## config.mk

```make
export PLATFORM = sky130hd
export DESIGN_NAME = pmu_mode_ctl
export DESIGN_NICKNAME = d
export VERILOG_FILES = /design/src/rtl/pmu_mode_pkg.sv /design/src/rtl/pmu_mode_decode.sv /design/src/rtl/pmu_mode_fsm.sv /design/src/rtl/pmu_mode_regs.sv /design/src/rtl/pmu_mode_ctl.sv
export SDC_FILE = /design/constraint.sdc
export NUM_CORES = 1
export LEC_CHECK = 0
export BUFFER_PORTS_ARGS = -buffer_cell sky130_fd_sc_hd__buf_2
export CAP_MARGIN = 10
export CORE_UTILIZATION = 47
export DETAILED_ROUTE_END_ITERATION = 8
export GPL_ROUTABILITY_DRIVEN = 1
export PLACE_DENSITY = 0.95
export SETUP_SLACK_MARGIN = 0.4
export SYNTH_ARGS = -nofsm -noshare
export SYNTH_HDL_FRONTEND = slang
export SYNTH_HIERARCHICAL = 1
export SYNTH_SLANG_ARGS = --single-unit
```

## constraint.sdc

```tcl
create_clock -name clk -period 2.8 [get_ports clk]
set_input_delay 0.14 -clock clk [delete_from_list [all_inputs] [get_ports clk]]
set_output_delay 0.14 -clock clk [all_outputs]
set_load 0.05 [all_outputs]
```

## src/rtl/pmu_mode_pkg.sv

```systemverilog
// Package: shared encodings for the low-power mode register.
// Assumes one 32-bit-class word; bit positions below are decoded by software.
package pmu_mode_pkg;

    // Request state; ACTIVE means no request is raised.
    typedef enum logic [2:0] {
        PM_ACTIVE = 3'd0,
        PM_SLEEP  = 3'd1,
        PM_DSLEEP = 3'd2,
        PM_PDOWN  = 3'd3,
        PM_DPD    = 3'd4
    } pm_state_e;

    localparam int MODE_W   = 3;
    localparam int MODE_LSB = 0;
    localparam int LOCK_BIT = 3;
    localparam int SLPF_BIT = 8;
    localparam int DPDF_BIT = 11;
    localparam int USED_MSB = DPDF_BIT;

    localparam logic [MODE_W-1:0] ENC_DSLEEP = 3'd1;
    localparam logic [MODE_W-1:0] ENC_PDOWN  = 3'd2;
    localparam logic [MODE_W-1:0] ENC_DPD    = 3'd3;

endpackage

```

## src/rtl/pmu_mode_decode.sv

```systemverilog
// Module: pmu_mode_decode
// Purpose: maps mode code, SLEEPDEEP and lock onto the target low-power state.
// Assumes: purely combinational; unknown mode codes fall back to plain sleep.
module pmu_mode_decode
    import pmu_mode_pkg::*;
(
    input  logic [MODE_W-1:0] mode,
    input  logic              sleepdeep,
    input  logic              lock,
    output pm_state_e         target
);

    // Select the target state for the next WFI.
    always_comb begin
        target = PM_SLEEP;
        if (sleepdeep) begin
            unique case (mode)
                ENC_DSLEEP: target = PM_DSLEEP;
                ENC_PDOWN:  target = PM_PDOWN;
                ENC_DPD:    target = lock ? PM_SLEEP : PM_DPD;
                default:    target = PM_SLEEP;
            endcase
        end
    end

endmodule

```

## src/rtl/pmu_mode_fsm.sv

```systemverilog
// Module: pmu_mode_fsm
// Purpose: holds the current request state and emits entry pulses.
// Assumes: WFI is accepted only from active; wake-up dominates a same-cycle WFI.
module pmu_mode_fsm
    import pmu_mode_pkg::*;
(
    input  logic      clk,
    input  logic      rst_n,
    input  logic      wfi,
    input  logic      wake,
    input  pm_state_e target,
    output logic      enter_slp,
    output logic      enter_dpd,
    output logic      req_sleep,
    output logic      req_deepsleep,
    output logic      req_powerdown,
    output logic      req_dpd
);

    pm_state_e state_q;
    logic      accept;

    // Decide whether this cycle's WFI starts a low-power entry.
    always_comb begin
        accept    = rst_n && wfi && !wake && (state_q == PM_ACTIVE);
        enter_dpd = accept && (target == PM_DPD);
        enter_slp = accept && (target != PM_DPD);
    end

    // Advance the request state: reset and wake to active, accepted WFI to target.
    always_ff @(posedge clk) begin
        if (!rst_n) begin
            state_q <= PM_ACTIVE;
        end else if (wake) begin
            state_q <= PM_ACTIVE;
        end else if (accept) begin
            state_q <= target;
        end
    end

    // Drive one request line per non-active state.
    always_comb begin
        req_sleep     = (state_q == PM_SLEEP);
        req_deepsleep = (state_q == PM_DSLEEP);
        req_powerdown = (state_q == PM_PDOWN);
        req_dpd       = (state_q == PM_DPD);
    end

endmodule

```

## src/rtl/pmu_mode_regs.sv

```systemverilog
// Module: pmu_mode_regs
// Purpose: storage for mode, lock and the two entry flags, plus the read word.
// Assumes: wr_en is already address-decoded and gated by both resets;
//          lock and DPD flag are in the retention domain (power-on reset only).
module pmu_mode_regs
    import pmu_mode_pkg::*;
#(
    parameter int DATA_W = 32
) (
    input  logic              clk,
    input  logic              por_n,
    input  logic              rst_any_n,
    input  logic              wr_en,
    input  logic [MODE_W-1:0] wr_mode,
    input  logic              wr_lock,
    input  logic              wr_clr_slp,
    input  logic              wr_clr_dpd,
    input  logic              set_slp,
    input  logic              set_dpd,
    output logic [MODE_W-1:0] mode_q,
    output logic              lock_q,
    output logic              slp_flag_q,
    output logic              dpd_flag_q,
    output logic [DATA_W-1:0] rd_word
);

    // Mode field: reset by either reset, loaded on every write.
    always_ff @(posedge clk) begin
        if (!rst_any_n) begin
            mode_q <= '0;
        end else if (wr_en) begin
            mode_q <= wr_mode;
        end
    end

    // Lock: set-only by software, cleared solely by power-on reset.
    always_ff @(posedge clk) begin
        if (!por_n) begin
            lock_q <= 1'b0;
        end else if (wr_en && wr_lock) begin
            lock_q <= 1'b1;
        end
    end

    // Sleep flag: hardware set beats write-one clear.
    always_ff @(posedge clk) begin
        if (!rst_any_n) begin
            slp_flag_q <= 1'b0;
        end else if (set_slp) begin
            slp_flag_q <= 1'b1;
        end else if (wr_en && wr_clr_slp) begin
            slp_flag_q <= 1'b0;
        end
    end

    // Deep power-down flag: retained over system reset, set beats clear.
    always_ff @(posedge clk) begin
        if (!por_n) begin
            dpd_flag_q <= 1'b0;
        end else if (set_dpd) begin
            dpd_flag_q <= 1'b1;
        end else if (wr_en && wr_clr_dpd) begin
            dpd_flag_q <= 1'b0;
        end
    end

    // Assemble the read word; every unlisted bit is zero.
    always_comb begin
        rd_word                          = '0;
        rd_word[MODE_LSB +: MODE_W]      = mode_q;
        rd_word[LOCK_BIT]                = lock_q;
        rd_word[SLPF_BIT]                = slp_flag_q;
        rd_word[DPDF_BIT]                = dpd_flag_q;
    end

endmodule

```

## src/rtl/pmu_mode_ctl.sv

```systemverilog
// Module: pmu_mode_ctl (top)
// Purpose: low-power mode select register with sticky DPD lock and W1C flags.
// Assumes: single-cycle register bus with combinational reads; DATA_W > DPDF_BIT.
module pmu_mode_ctl
    import pmu_mode_pkg::*;
#(
    parameter int              ADDR_W   = 12,
    parameter int              DATA_W   = 32,
    parameter logic [ADDR_W-1:0] REG_ADDR = '0
) (
    input  logic              clk,
    input  logic              por_n,
    input  logic              sys_rst_n,
    input  logic [ADDR_W-1:0] bus_addr,
    input  logic [DATA_W-1:0] bus_wdata,
    input  logic              bus_we,
    output logic [DATA_W-1:0] bus_rdata,
    input  logic              wfi_pulse,
    input  logic              sleepdeep,
    input  logic              wake_evt,
    output logic              req_sleep,
    output logic              req_deepsleep,
    output logic              req_powerdown,
    output logic              req_dpd
);

    localparam int RSV_LO_W = SLPF_BIT - LOCK_BIT - 1;
    localparam int RSV_MI_W = DPDF_BIT - SLPF_BIT - 1;
    localparam int RSV_HI_W = DATA_W - USED_MSB - 1;

    logic              rst_any_n;
    logic              hit;
    logic              wr_en;
    logic [MODE_W-1:0] mode_q;
    logic              lock_q;
    logic              slp_flag_q;
    logic              dpd_flag_q;
    logic [DATA_W-1:0] rd_word;
    logic              enter_slp;
    logic              enter_dpd;
    pm_state_e         target;
    logic              unused_wbits;

    // Combine resets and decode the bus access.
    always_comb begin
        rst_any_n = por_n && sys_rst_n;
        hit       = (bus_addr == REG_ADDR);
        wr_en     = bus_we && hit && rst_any_n;
        bus_rdata = hit ? rd_word : '0;
    end

    // Reserved write bits are dropped on purpose.
    assign unused_wbits = ^{bus_wdata[DATA_W-1 -: RSV_HI_W],
                            bus_wdata[SLPF_BIT+1 +: RSV_MI_W],
                            bus_wdata[LOCK_BIT+1 +: RSV_LO_W]};

    pmu_mode_regs #(
        .DATA_W (DATA_W)
    ) u_regs (
        .clk        (clk),
        .por_n      (por_n),
        .rst_any_n  (rst_any_n),
        .wr_en      (wr_en),
        .wr_mode    (bus_wdata[MODE_LSB +: MODE_W]),
        .wr_lock    (bus_wdata[LOCK_BIT]),
        .wr_clr_slp (bus_wdata[SLPF_BIT]),
        .wr_clr_dpd (bus_wdata[DPDF_BIT]),
        .set_slp    (enter_slp),
        .set_dpd    (enter_dpd),
        .mode_q     (mode_q),
        .lock_q     (lock_q),
        .slp_flag_q (slp_flag_q),
        .dpd_flag_q (dpd_flag_q),
        .rd_word    (rd_word)
    );

    pmu_mode_decode u_decode (
        .mode      (mode_q),
        .sleepdeep (sleepdeep),
        .lock      (lock_q),
        .target    (target)
    );

    pmu_mode_fsm u_fsm (
        .clk           (clk),
        .rst_n         (rst_any_n),
        .wfi           (wfi_pulse),
        .wake          (wake_evt),
        .target        (target),
        .enter_slp     (enter_slp),
        .enter_dpd     (enter_dpd),
        .req_sleep     (req_sleep),
        .req_deepsleep (req_deepsleep),
        .req_powerdown (req_powerdown),
        .req_dpd       (req_dpd)
    );

endmodule

```

=== After elaboration in Yosys (flattened, before gate mapping) ===
Index checks and enable logic that the tools add are counted.

* Bitwise gates (word level): 1
* Equal/unequal tests: 9
* Reductions and logical operators: 17
* Multiplexer cells: 8

{| class="wikitable"
|+ Operators by type and width
! operator !! number
|-
| $eq 3x2->1 const B || 4
|-
| $logic_not 12->1 || 1
|-
| $mux 12 || 1
|-
| $logic_and 1x1->1 || 11
|-
| $pmux 3 s3 || 1
|-
| $eq 3x1->1 const B || 2
|-
| $eq 3x3->1 const B || 2
|-
| $mux 3 || 2
|-
| $mux 1 || 4
|-
| $reduce_bool 2->1 || 2
|-
| $logic_not 3->1 || 1
|-
| $ne 3x3->1 const B || 1
|-
| $reduce_or 2->1 || 1
|-
| $logic_not 1->1 || 1
|-
| $not 1->1 || 1
|}

* Flip-flop bits (word level): 9
* Bits of input ports: 51
* Output and inout bits: 36
* Word-level logic and storage cells: 40

=== Longest topological paths before layout ===
Gate-level depths: netlist of run 1.

* Depth in word-level cells: 6
* Depth in mapped cells: 6
* Depth with buffers taken out: 6

=== Modules after synthesis ===
The synthesis of run 1 kept the hierarchy.

{| class="wikitable"
|+ Modules (own cells, without submodules)
! module !! seq. area each (um2) !! cells each !! area an instance (um2) !! times used
|-
| pmu_mode_ctl || 0.0 || 82 || 691.9 || 1
|-
| pmu_mode_regs || 120.1 || 54 || 465.4 || 1
|-
| pmu_mode_fsm || 60.1 || 22 || 196.4 || 1
|-
| pmu_mode_decode || 0.0 || 5 || 48.8 || 1
|}

=== Least setup slack after synthesis of run 1 ===
OpenSTA, ideal clock, no wires.

* Kind: input -> output
* From: input bus_addr[11]
* To: output bus_rdata[0]
* Data required time: 2660 ps
* Data arrival time: 2340 ps
* Path buffers: 1
* Cell stages on the path: 3
* Slack: 320 ps
* Cells stage by stage: or4_4 > buf_6 > nor4_1

* Word-level cells in the longest chain between the ends: 2

{| class="wikitable"
|+ Ends and longest elaborated chain
! element !! line !! RTL
|-
| from (decl) || pmu_mode_ctl.sv:14 || <nowiki>input logic [ADDR_W-1:0] bus_addr,</nowiki>
|-
| $logic_not 12->1 || pmu_mode_ctl.sv:47 || <nowiki>hit = (bus_addr == REG_ADDR);</nowiki>
|-
| $mux 12 || pmu_mode_ctl.sv:49 || <nowiki>bus_rdata = hit ? rd_word : '0;</nowiki>
|-
| to (decl) || pmu_mode_ctl.sv:17 || <nowiki>output logic [DATA_W-1:0] bus_rdata,</nowiki>
|}

Every way passes these cells.

=== Worst setup path after layout of run 1 ===
* From: input bus_addr[11]
* To: output bus_rdata[11]

Same word-level chain as after synthesis.

==> results of run 1 <==
-- layer usage --
layer	vias to the layer above	track usage, %
met5	-	0
met4	0	5.23
met3	2	1.84
met2	43	26.4
met1	414	17.2
li1	528	-
-- cell families (layout without fill, tap and decap cells) --
logic type,after synthesis,after routing,share of synthesized area (%)
buf+inv,82,78,35.9
simple gates,58,58,44.6
compound gates,9,9,3.57
flops,9,9,12.8
mux,3,3,2.14
other cells,1,26,0.267
xor+xnor,1,1,0.625
-- layout by cell type, fill, tap and decap left out, drive strengths merged --
cell,instances
nor4b,1
dfxtp,9
xnor2,1
nor4,34
nand2b,2
clkbuf,4
buf,37
nand3b,1
or3b,1
nor2b,4
nand4bb,3
o21ai,2
a21oi,4
inv,37
a31oi,2
or4,3
or2,1
nor3b,2
a21o,1
nand3,1
nor2,1
and2,1
nor3,3
mux2i,3
conb,26
-- worst paths after layout --
| kind | slack, ps | cells after the start | start | to |
|---|---|---|---|---|
| max | 1000 | 4 | bus_addr[11] | bus_rdata[11] |
| min | 70 | 2 | bus_wdata[8] | u_regs/slp_flag_q |
| max reg2reg | 1150 | 6 | u_regs/mode_q[2] | u_regs/slp_flag_q |
| min reg2reg | 540 | 2 | u_regs/dpd_flag_q | u_regs/dpd_flag_q |
-- power by group --
group          internal, uW  leakage (uW)  switching, uW  total (uW)
sequential              129     0.0000726          0.538         129
combinational          22.8      0.000353           40.2        63.0
clock                  54.8     0.0000150           44.1        98.9
-- Yosys cell counts, drive strengths merged --
cell,instances,area [sq um]
a21o,1,7.51
a21oi,4,20.0
a31oi,2,12.5
and2,1,6.26
buf,44,362
clkbuf,1,3.75
conb,1,3.75
dfxtp,9,180
inv,37,139
mux2i,3,30.0
nand2b,2,12.5
nand3,1,5.00
nand3b,1,7.51
nand4bb,3,33.8
nor2,1,3.75
nor2b,4,25.0
nor3,3,15.0
nor3b,2,25.0
nor4,34,433
nor4b,1,15.0
o21ai,2,10.0
or2,1,8.76
or3b,1,8.76
or4,3,26.3
xnor2,1,8.76
-- layout make-up --
cell class	instances	area share, %
multi-input cells	97	58.7
flip-flops and latches	9	12.9
inverters	37	9.94
clock buffers	4	1.88
well taps	31	2.78
repair buffers	37	13.8
-- sequential cells by signal, indices dropped and copies added, names as in the netlist --
register and flops:
u_regs/slp_flag_q 1, u_regs/mode_q 3, u_regs/lock_q 1, u_fsm/state_q 3, u_regs/dpd_flag_q 1
-- worst max-delay path: stages --
cell and delay (ps):
buf_2 90, or4_4 790, nor4_4 310, buf_2 310
-- through the flow --
stage	hold slack [ps]	cell area, sq um
after floorplan	250	1500
after global placement	334	1370
final	65.1	1400
after CTS	55.3	1400
after detailed placement	338	1370
after global routing	64.1	1400
==> flow_metrics.py, run 1 <==
metrics = {
    "floorplan": {
        "rows": 19,
        "initial_core_util_pct": 50.4,
        "die_area_sq_um": 3210,
        "coreArea_sq_um": 2780,
        "pin_count": 87,
        "die_y_um": 56.6,
        "fp.dieW_um": 56.6,
    },
    "global_routing": {
        "grt_pass1_vias": 826,
        "grt_usage_pct": 14.5,
        "antenna_found_initial": 0,
        "grt_max_degree": 34,
        "grt_pass1_wl_um": 3710,
        "grt-ovfl-total": 0,
    },
    "sta": {
        "setup_ws_ps": 997,
        "period_needed_ps": 1800,
        "setup_violations": 0,
        "finalCritPeriodShare_pct": 64.4,
        "clock_skew_ps": 0.112,
        "slew_viol_final": 1,
        "fmax_ghz": 0.555,
        "rsz0062_at_grt": "no",
        "maxSlewHeadroom_pct": -34.7,
        "setup_tns_ps": 0,
        "hold_violations": 0,
        "worst_slew_pin_slew_ps": 2000,
    },
    "logic_synthesis": {
        "syn-cell-area_sq_um": 1400,
        "ys_warn_count": 6,
        "synthCells": 163,
        "ys_seq_elements": 9,
        "seq_area_frac_synth_pct": 12.8,
        "synth.avg_cell_area_sq_um": 8.60,
        "synth_cell_types": 31,
    },
    "power_and_ir_drop": {
        "ir_drop_mv": 0.225,
        "power.density_nw_per_um2": 208,
        "total_power_uw": 291,
        "leakage_uw": 0.000441,
    },
    "route": {
        "drt-initial-drc-count": 16,
        "top_layer": "met4",
        "met3_length_um": 130,
        "drt_pass1_iterations": 4,
        "final_antenna_net_count": 0,
        "wl_per_cell_um": 10.2,
        "wl_um": 2190,
        "viasPerCell": 4.59,
        "drc_errors": 0,
        "route.met2.wl_um": 1110,
        "vias": 987,
        "routedLengthMet1_um": 931,
    },
    "finish": {
        "utilization_pct": 50.2,
        "drive_above_1_share_pct": 42.9,
        "multi_input_area_sq_um": 821,
        "seq_area_sq_um": 180,
        "area_growth_pct": -0.357,
        "finalNonFillerCells": 215,
        "final_nets": 236,
        "n_antenna_cell": 0,
        "nFillCells": 268,
    },
    "place": {
        "post-dp-hpwl_um": 1800,
        "place_congestion": 0.774,
        "place_inst": 211,
        "place_ws_ps": 800,
        "io_buffers": 34,
    },
    "critical_path": {
        "cp-start-kind": "input pin",
        "critPathCaptureType": "primary output",
        "crit_fanout": 33,
        "worstPathArrival_ps": 1660,
        "worstSetupPathType": "in2out",
        "required_ps": 2660,
    },
    "outcome": {
        "status": "finished with violations",
        "violations": "max-slew violations",
    },
    "clock_tree": {
        "clk_latency_ps": 260,
        "cts_max_level": 1,
        "cts_tree": "yes",
        "cts_setup_buffers": 0,
        "cts_buffers": 3,
        "cts_sinks": 9,
        "cts_resized": 0,
        "clock-root-buffer": "clkbuf_4",
        "clkTransAtPathRegs_ps": 60,
        "clock_path_buffers": 2,
        "ctsHoldBuffers": 0,
    },
    "min_path": {
        "hp-class": "in2reg",
    },
    "job": {
        "max_cap_viol_count": 0,
    },
}
(Power assumes the default switching activity.)
==> run 2, diff against run 1 <==
Settings changed: ABC_AREA set to 1, CORE_UTILIZATION 47 to 40, PLACE_DENSITY 0.95 to 0.9.
Clock period 2.8 ns to 1.85 ns, I/O delays scaled along.
==> flow_metrics.py, run 2 <==
metrics = {
    "sta": {
        "setup_ws_ps": 495,
        "setup_violations": 0,
        "worst_slew_pin_slew_ps": 882,
        "setup_tns_ps": 0,
        "fmax_ghz": 0.738,
        "finalCritPeriodShare_pct": 73.3,
        "rsz0062_at_grt": "no",
        "clock_skew_ps": 0.915,
        "period_needed_ps": 1360,
        "maxSlewHeadroom_pct": 41.0,
        "slew_viol_final": 0,
        "hold_violations": 0,
    },
    "logic_synthesis": {
        "syn-cell-area_sq_um": 1110,
        "synthArstFlopShare_pct": 0,
        "synth_top_area_share_pct": 21.6,
        "synth_area_leaders": "buf_4, nor2_2, inv_1",
        "ys_warn_count": 6,
        "synth_cell_types": 18,
        "seq_area_frac_synth_pct": 16.2,
        "synthCells": 183,
        "synth.avg_cell_area_sq_um": 6.08,
        "synth_common_cells": "inv_1, buf_4, nor2_2",
        "yosysMostFrequentCell": "inv_1",
        "ys_seq_elements": 9,
        "yosys_most_used_dff": "dfxtp_1",
        "yosys.area.top_type": "buf_4",
        "synth-edff-count": 0,
    },
    "finish": {
        "final_cell_mix": "inv_1, buf_2, nor2_2",
        "area_growth_pct": 7.09,
        "final_nets": 265,
        "reg_top3": "u_fsm/state_q: 3 flops, u_regs/mode_q: 3 flops",
        "nFillCells": 283,
        "multi_input_area_sq_um": 578,
        "drive_above_1_share_pct": 35.7,
        "n_antenna_cell": 0,
        "seq_area_sq_um": 180,
        "fin_area_sq_um": 1190,
        "final_common_cell": "inv_1",
    },
    "critical_path": {
        "crit_buf_inv": 2,
        "crit_path_cell_trace": "inv_1 > nor3_1 > buf_2",
        "cp-start-kind": "flip-flop",
        "max_stage_delay_ps": 450,
        "worst_r2r_path_depth": 7,
        "required_ps": 1760,
        "critPathCaptureType": "primary output",
        "worstPathArrival_ps": 1260,
        "cpLargestDelayFamily": "flip-flops",
        "crit_fanout": 5,
        "slowest_stage": "dfxtp_1",
        "path_depth": 3,
        "worstSetupPathType": "reg2out",
    },
    "clock_tree": {
        "ctsHoldBuffers": 0,
        "cts_max_level": 1,
        "clkTransAtPathRegs_ps": 60,
        "cts_buffers": 3,
        "clk_latency_ps": 260,
        "cts_setup_buffers": 0,
        "clock-root-buffer": "clkbuf_4",
        "cts_tree": "yes",
        "clock_path_buffers": 2,
        "cts_sinks": 9,
    },
    "place": {
        "place_congestion": 0.743,
        "post-dp-hpwl_um": 1680,
        "io_buffers": 34,
        "place_ws_ps": 489,
        "placed_area_sq_um": 1160,
    },
    "route": {
        "final_antenna_net_count": 0,
        "vias": 994,
        "wl_per_cell_um": 8.90,
        "viasPerCell": 4.09,
        "wl_um": 2160,
        "drt-initial-drc-count": 41,
        "drc_errors": 0,
        "drt_pass1_iterations": 4,
    },
    "global_routing": {
        "antenna_found_initial": 0,
        "grt_usage_pct": 15.7,
        "grt_max_degree": 26,
        "grt_pass1_wl_um": 3330,
        "grt_pass1_vias": 824,
        "grt-ovfl-total": 0,
    },
    "power_and_ir_drop": {
        "leakage_uw": 0.000515,
        "power.density_nw_per_um2": 355,
        "ir_drop_mv": 0.251,
    },
    "floorplan": {
        "coreArea_sq_um": 2540,
        "initial_core_util_pct": 43.7,
        "rows": 18,
        "fp.dieW_um": 54.7,
        "die_y_um": 54.7,
        "die_area_sq_um": 3000,
        "pin_count": 87,
    },
    "min_path": {
        "worstHoldPathCells": 3,
        "hp-class": "in2reg",
    },
    "outcome": {
        "status": "complete, no violations",
    },
    "job": {
        "max_cap_viol_count": 0,
    },
}
==> run 2: cell type report <==
cell class | count | share of cell area (%)
inverters | 49 | 15.4
repair buffers | 36 | 15.5
well taps | 30 | 3.15
flip-flops and latches | 9 | 15.1
clock buffers | 4 | 2.21
multi-input cells | 115 | 48.5
==> run 2: tightest hold or removal path: stages <==
cell and delay, ps:
buf_2 80, nor2_1 30, nor2_1 80
==> run 2: timing repair <==
| action | in CTS | in global routing |
|---|---|---|
| resized for setup | 0 | 1 |
| setup endpoints to repair | 0 | 1 |
| hold endpoints to repair | 0 | 0 |
==> run 2: worst paths after layout <==
| kind | slack, ps | endpoint | from |
|---|---|---|---|
| max | 490 | req_dpd | u_fsm/state_q[2] |
| min | 50 | u_regs/mode_q[1] | bus_wdata[1] |
| max reg2reg | 510 | u_regs/dpd_flag_q | u_regs/mode_q[0] |
| min reg2reg | 460 | u_regs/slp_flag_q | u_regs/slp_flag_q |
==> run 2: logic make-up (layout without fill, tap and decap cells) <==
group / after synthesis / count (layout) / share of synthesized area, %
buf+inv: 84 / 89 / 41.2
simple gates: 80 / 80 / 38.2
compound gates: 9 / 9 / 4.05
flops: 9 / 9 / 16.2
other cells: 1 / 26 / 0.337
==> run 2: where the power goes <==
part	switching (uW)	internal, uW	total [uW]	leakage (uW)
Sequential	1.07	195	196	0.0000726
Combinational	40.4	29.2	69.5	0.000427
Clock	74.1	83.3	157	0.0000150
==> run 2: per-layer routing <==
metal	track usage [%]	vias up	part of all wire (%)
li1	-	520	-
met3	1.39	10	8.0
met2	30.5	56	50
met5	0	-	0
met1	16.4	408	39
met4	7.69	0	2.9
==> run 2: metrics by stage <==
step	util (%)	power, uW	cells	hold WS (ps)
final	46.8	423	243	52.6
after global routing	46.8	450	243	60.4
after detailed placement	45.6	267	239	321
after global placement	45.6	266	239	321
after CTS	46.6	426	243	44.4
after floorplan	-	278	208	224
==> run 3, diff against run 2 <==
Settings changed: CORE_UTILIZATION 40 to 36, PLACE_DENSITY 0.9 to 0.86.
Clock period 1.85 ns to 1.15 ns, I/O delays scaled along.
==> flow_metrics.py, run 3 (synthesis gave the netlist of run 2 again) <==
metrics = {
    "sta": {
        "maxSlewHeadroom_pct": 41.6,
        "setup_violations": 8,
        "period_needed_ps": 1290,
        "setup_tns_ps": -683,
        "worst_slew_pin_slew_ps": 873,
        "hold_violations": 1,
        "clock_skew_ps": 6.78,
        "setup_ws_ps": -139,
        "holdWs_ps": -1.67,
        "finalCritPeriodShare_pct": 112,
        "fmax_ghz": 0.776,
        "slew_viol_final": 0,
        "rsz0062_at_grt": "yes",
    },
    "floorplan": {
        "pin_count": 87,
        "coreArea_sq_um": 2850,
        "die_area_sq_um": 3320,
        "fp.dieW_um": 57.6,
        "initial_core_util_pct": 39.0,
        "die_y_um": 57.6,
        "rows": 19,
    },
    "critical_path": {
        "crit_end": "u_fsm/state_q[1]",
        "slowest_stage": "dfxtp_2",
        "max_stage_delay_ps": 340,
        "crit_fanout": 3,
        "worst_r2r_path_depth": 9,
        "crit_top_cell": "buf_4",
        "crit_path_cell_trace": "inv_2 > nand2_1 > nor2_2 > inv_1 > nand2_2 > buf_4 > buf_4 > nand3_1 > a21oi_1",
        "regToRegStartpoint": "u_regs/mode_q[2]",
        "cp-start-kind": "flip-flop",
        "worst-r2r-setup-slack_ps": -140,
        "crit_path_start": "u_regs/mode_q[2]",
        "timing.rr.end": "u_fsm/state_q[1]",
        "worstSetupPathType": "reg2reg",
        "worstPathArrival_ps": 1480,
        "required_ps": 1340,
        "critPathCaptureType": "flip-flop",
    },
    "route": {
        "viasPerCell": 4.15,
        "drt_pass1_iterations": 6,
        "wl_per_cell_um": 10.3,
        "drt-initial-drc-count": 24,
        "final_antenna_net_count": 0,
        "drc_errors": 6,
        "wl_um": 2740,
        "vias": 1100,
    },
    "outcome": {
        "status": "finished with violations",
        "violations": "design-rule violations, negative hold slack, negative setup slack",
    },
    "clock_tree": {
        "ctsHoldBuffers": 0,
        "cts_max_level": 1,
        "clkTransAtPathRegs_ps": 70,
        "cts_tree": "yes",
        "cts_sinks": 9,
        "cts_buffers": 3,
        "clock-root-buffer": "clkbuf_4",
        "clock_path_buffers": 2,
        "clk_latency_ps": 270,
    },
    "place": {
        "io_buffers": 34,
        "place_congestion": 0.803,
        "placed_area_sq_um": 1350,
        "post-dp-hpwl_um": 1810,
    },
    "finish": {
        "final_common_cell": "inv_1",
        "area_growth_pct": 50.4,
        "final_cell_mix": "inv_1, nor2_2, conb_1",
        "nFillCells": 275,
        "reg_top3": "u_fsm/state_q: 3 flops, u_regs/mode_q: 3 flops",
        "final_nets": 286,
        "drive_above_1_share_pct": 57.3,
        "fin_area_sq_um": 1670,
        "n_antenna_cell": 0,
    },
    "min_path": {
        "hp-class": "in2reg",
    },
    "global_routing": {
        "grt-ovfl-total": 0,
        "grt_pass1_wl_um": 4330,
        "grt_max_degree": 26,
        "antenna_found_initial": 0,
        "grt_usage_pct": 17.2,
        "grt_pass1_vias": 1026,
    },
    "power_and_ir_drop": {
        "ir_drop_mv": 0.436,
        "power.density_nw_per_um2": 427,
        "leakage_uw": 0.000673,
    },
    "job": {
        "max_cap_viol_count": 0,
    },
}
==> run 3: per-layer routing <==
metal  up-vias  wire, um  GRT usage [%]
li1        570         -              -
met5         -         0              0
met4         0        96           11.1
met2        51      1510           32.4
met3        10       152           4.08
met1       469       981           16.3
==> run 3: stage by stage <==
step	worst slack [ps]	utilization (%)	std cells	total power, uW
floorplan	-4.45	-	208	449
global placement	-45.0	47.2	249	436
detailed placement	-125	47.2	249	439
CTS	-34.9	55.7	261	711
global route	-245	58.6	265	758
finish	-139	58.6	265	715
==> run 3: area by class of cell <==
| class | instances | area, sq um | share of cell area, % |
|---|---|---|---|
| clock buffers | 4 | 26.3 | 1.57 |
| inverters | 49 | 204 | 12.2 |
| multi-input cells | 115 | 709 | 42.4 |
| flip-flops and latches | 9 | 203 | 12.1 |
| well taps | 31 | 38.8 | 2.32 |
| repair buffers | 57 | 492 | 29.4 |
==> run 3: what timing repair did <==
action / CTS / global route
resized for setup: 53 / 15
buffers inserted: 8 / 4
pin swaps: 18 / 8
gates cloned: 0 / 0
endpoints found under the setup margin: 18 / 19
==> run 3: worst min path at each step <==
| stage | startpoint | endpoint | slack (ps) | depth (start not counted) |
|---|---|---|---|---|
| 3_3_place_gp | bus_wdata[0] | u_regs/mode_q[0] | 270 | 3 |
| 2_1_floorplan | bus_wdata[0] | u_regs/mode_q[0] | 170 | 2 |
| 5_1_grt | bus_wdata[1] | u_regs/mode_q[1] | 6 | 3 |
| 3_5_place_dp | bus_wdata[0] | u_regs/mode_q[0] | 280 | 3 |
| 4_1_cts | bus_wdata[1] | u_regs/mode_q[1] | 7 | 3 |
| 6_report | bus_wdata[1] | u_regs/mode_q[1] | -2 | 3 |
==> run 3: power by group <==
| group | switching (uW) | internal (uW) |
|---|---|---|
| registers | 2.62 | 302 |
| clock network | 125 | 134 |
| logic | 79.7 | 70.8 |
| total | 207 | 507 |
==> run 3: critical path: cells and delay by family, from the launching register on <==
kind	cells	cell delay [ps]
compound gates	1	150
buf+inv	4	360
flops	1	340
simple gates	4	350
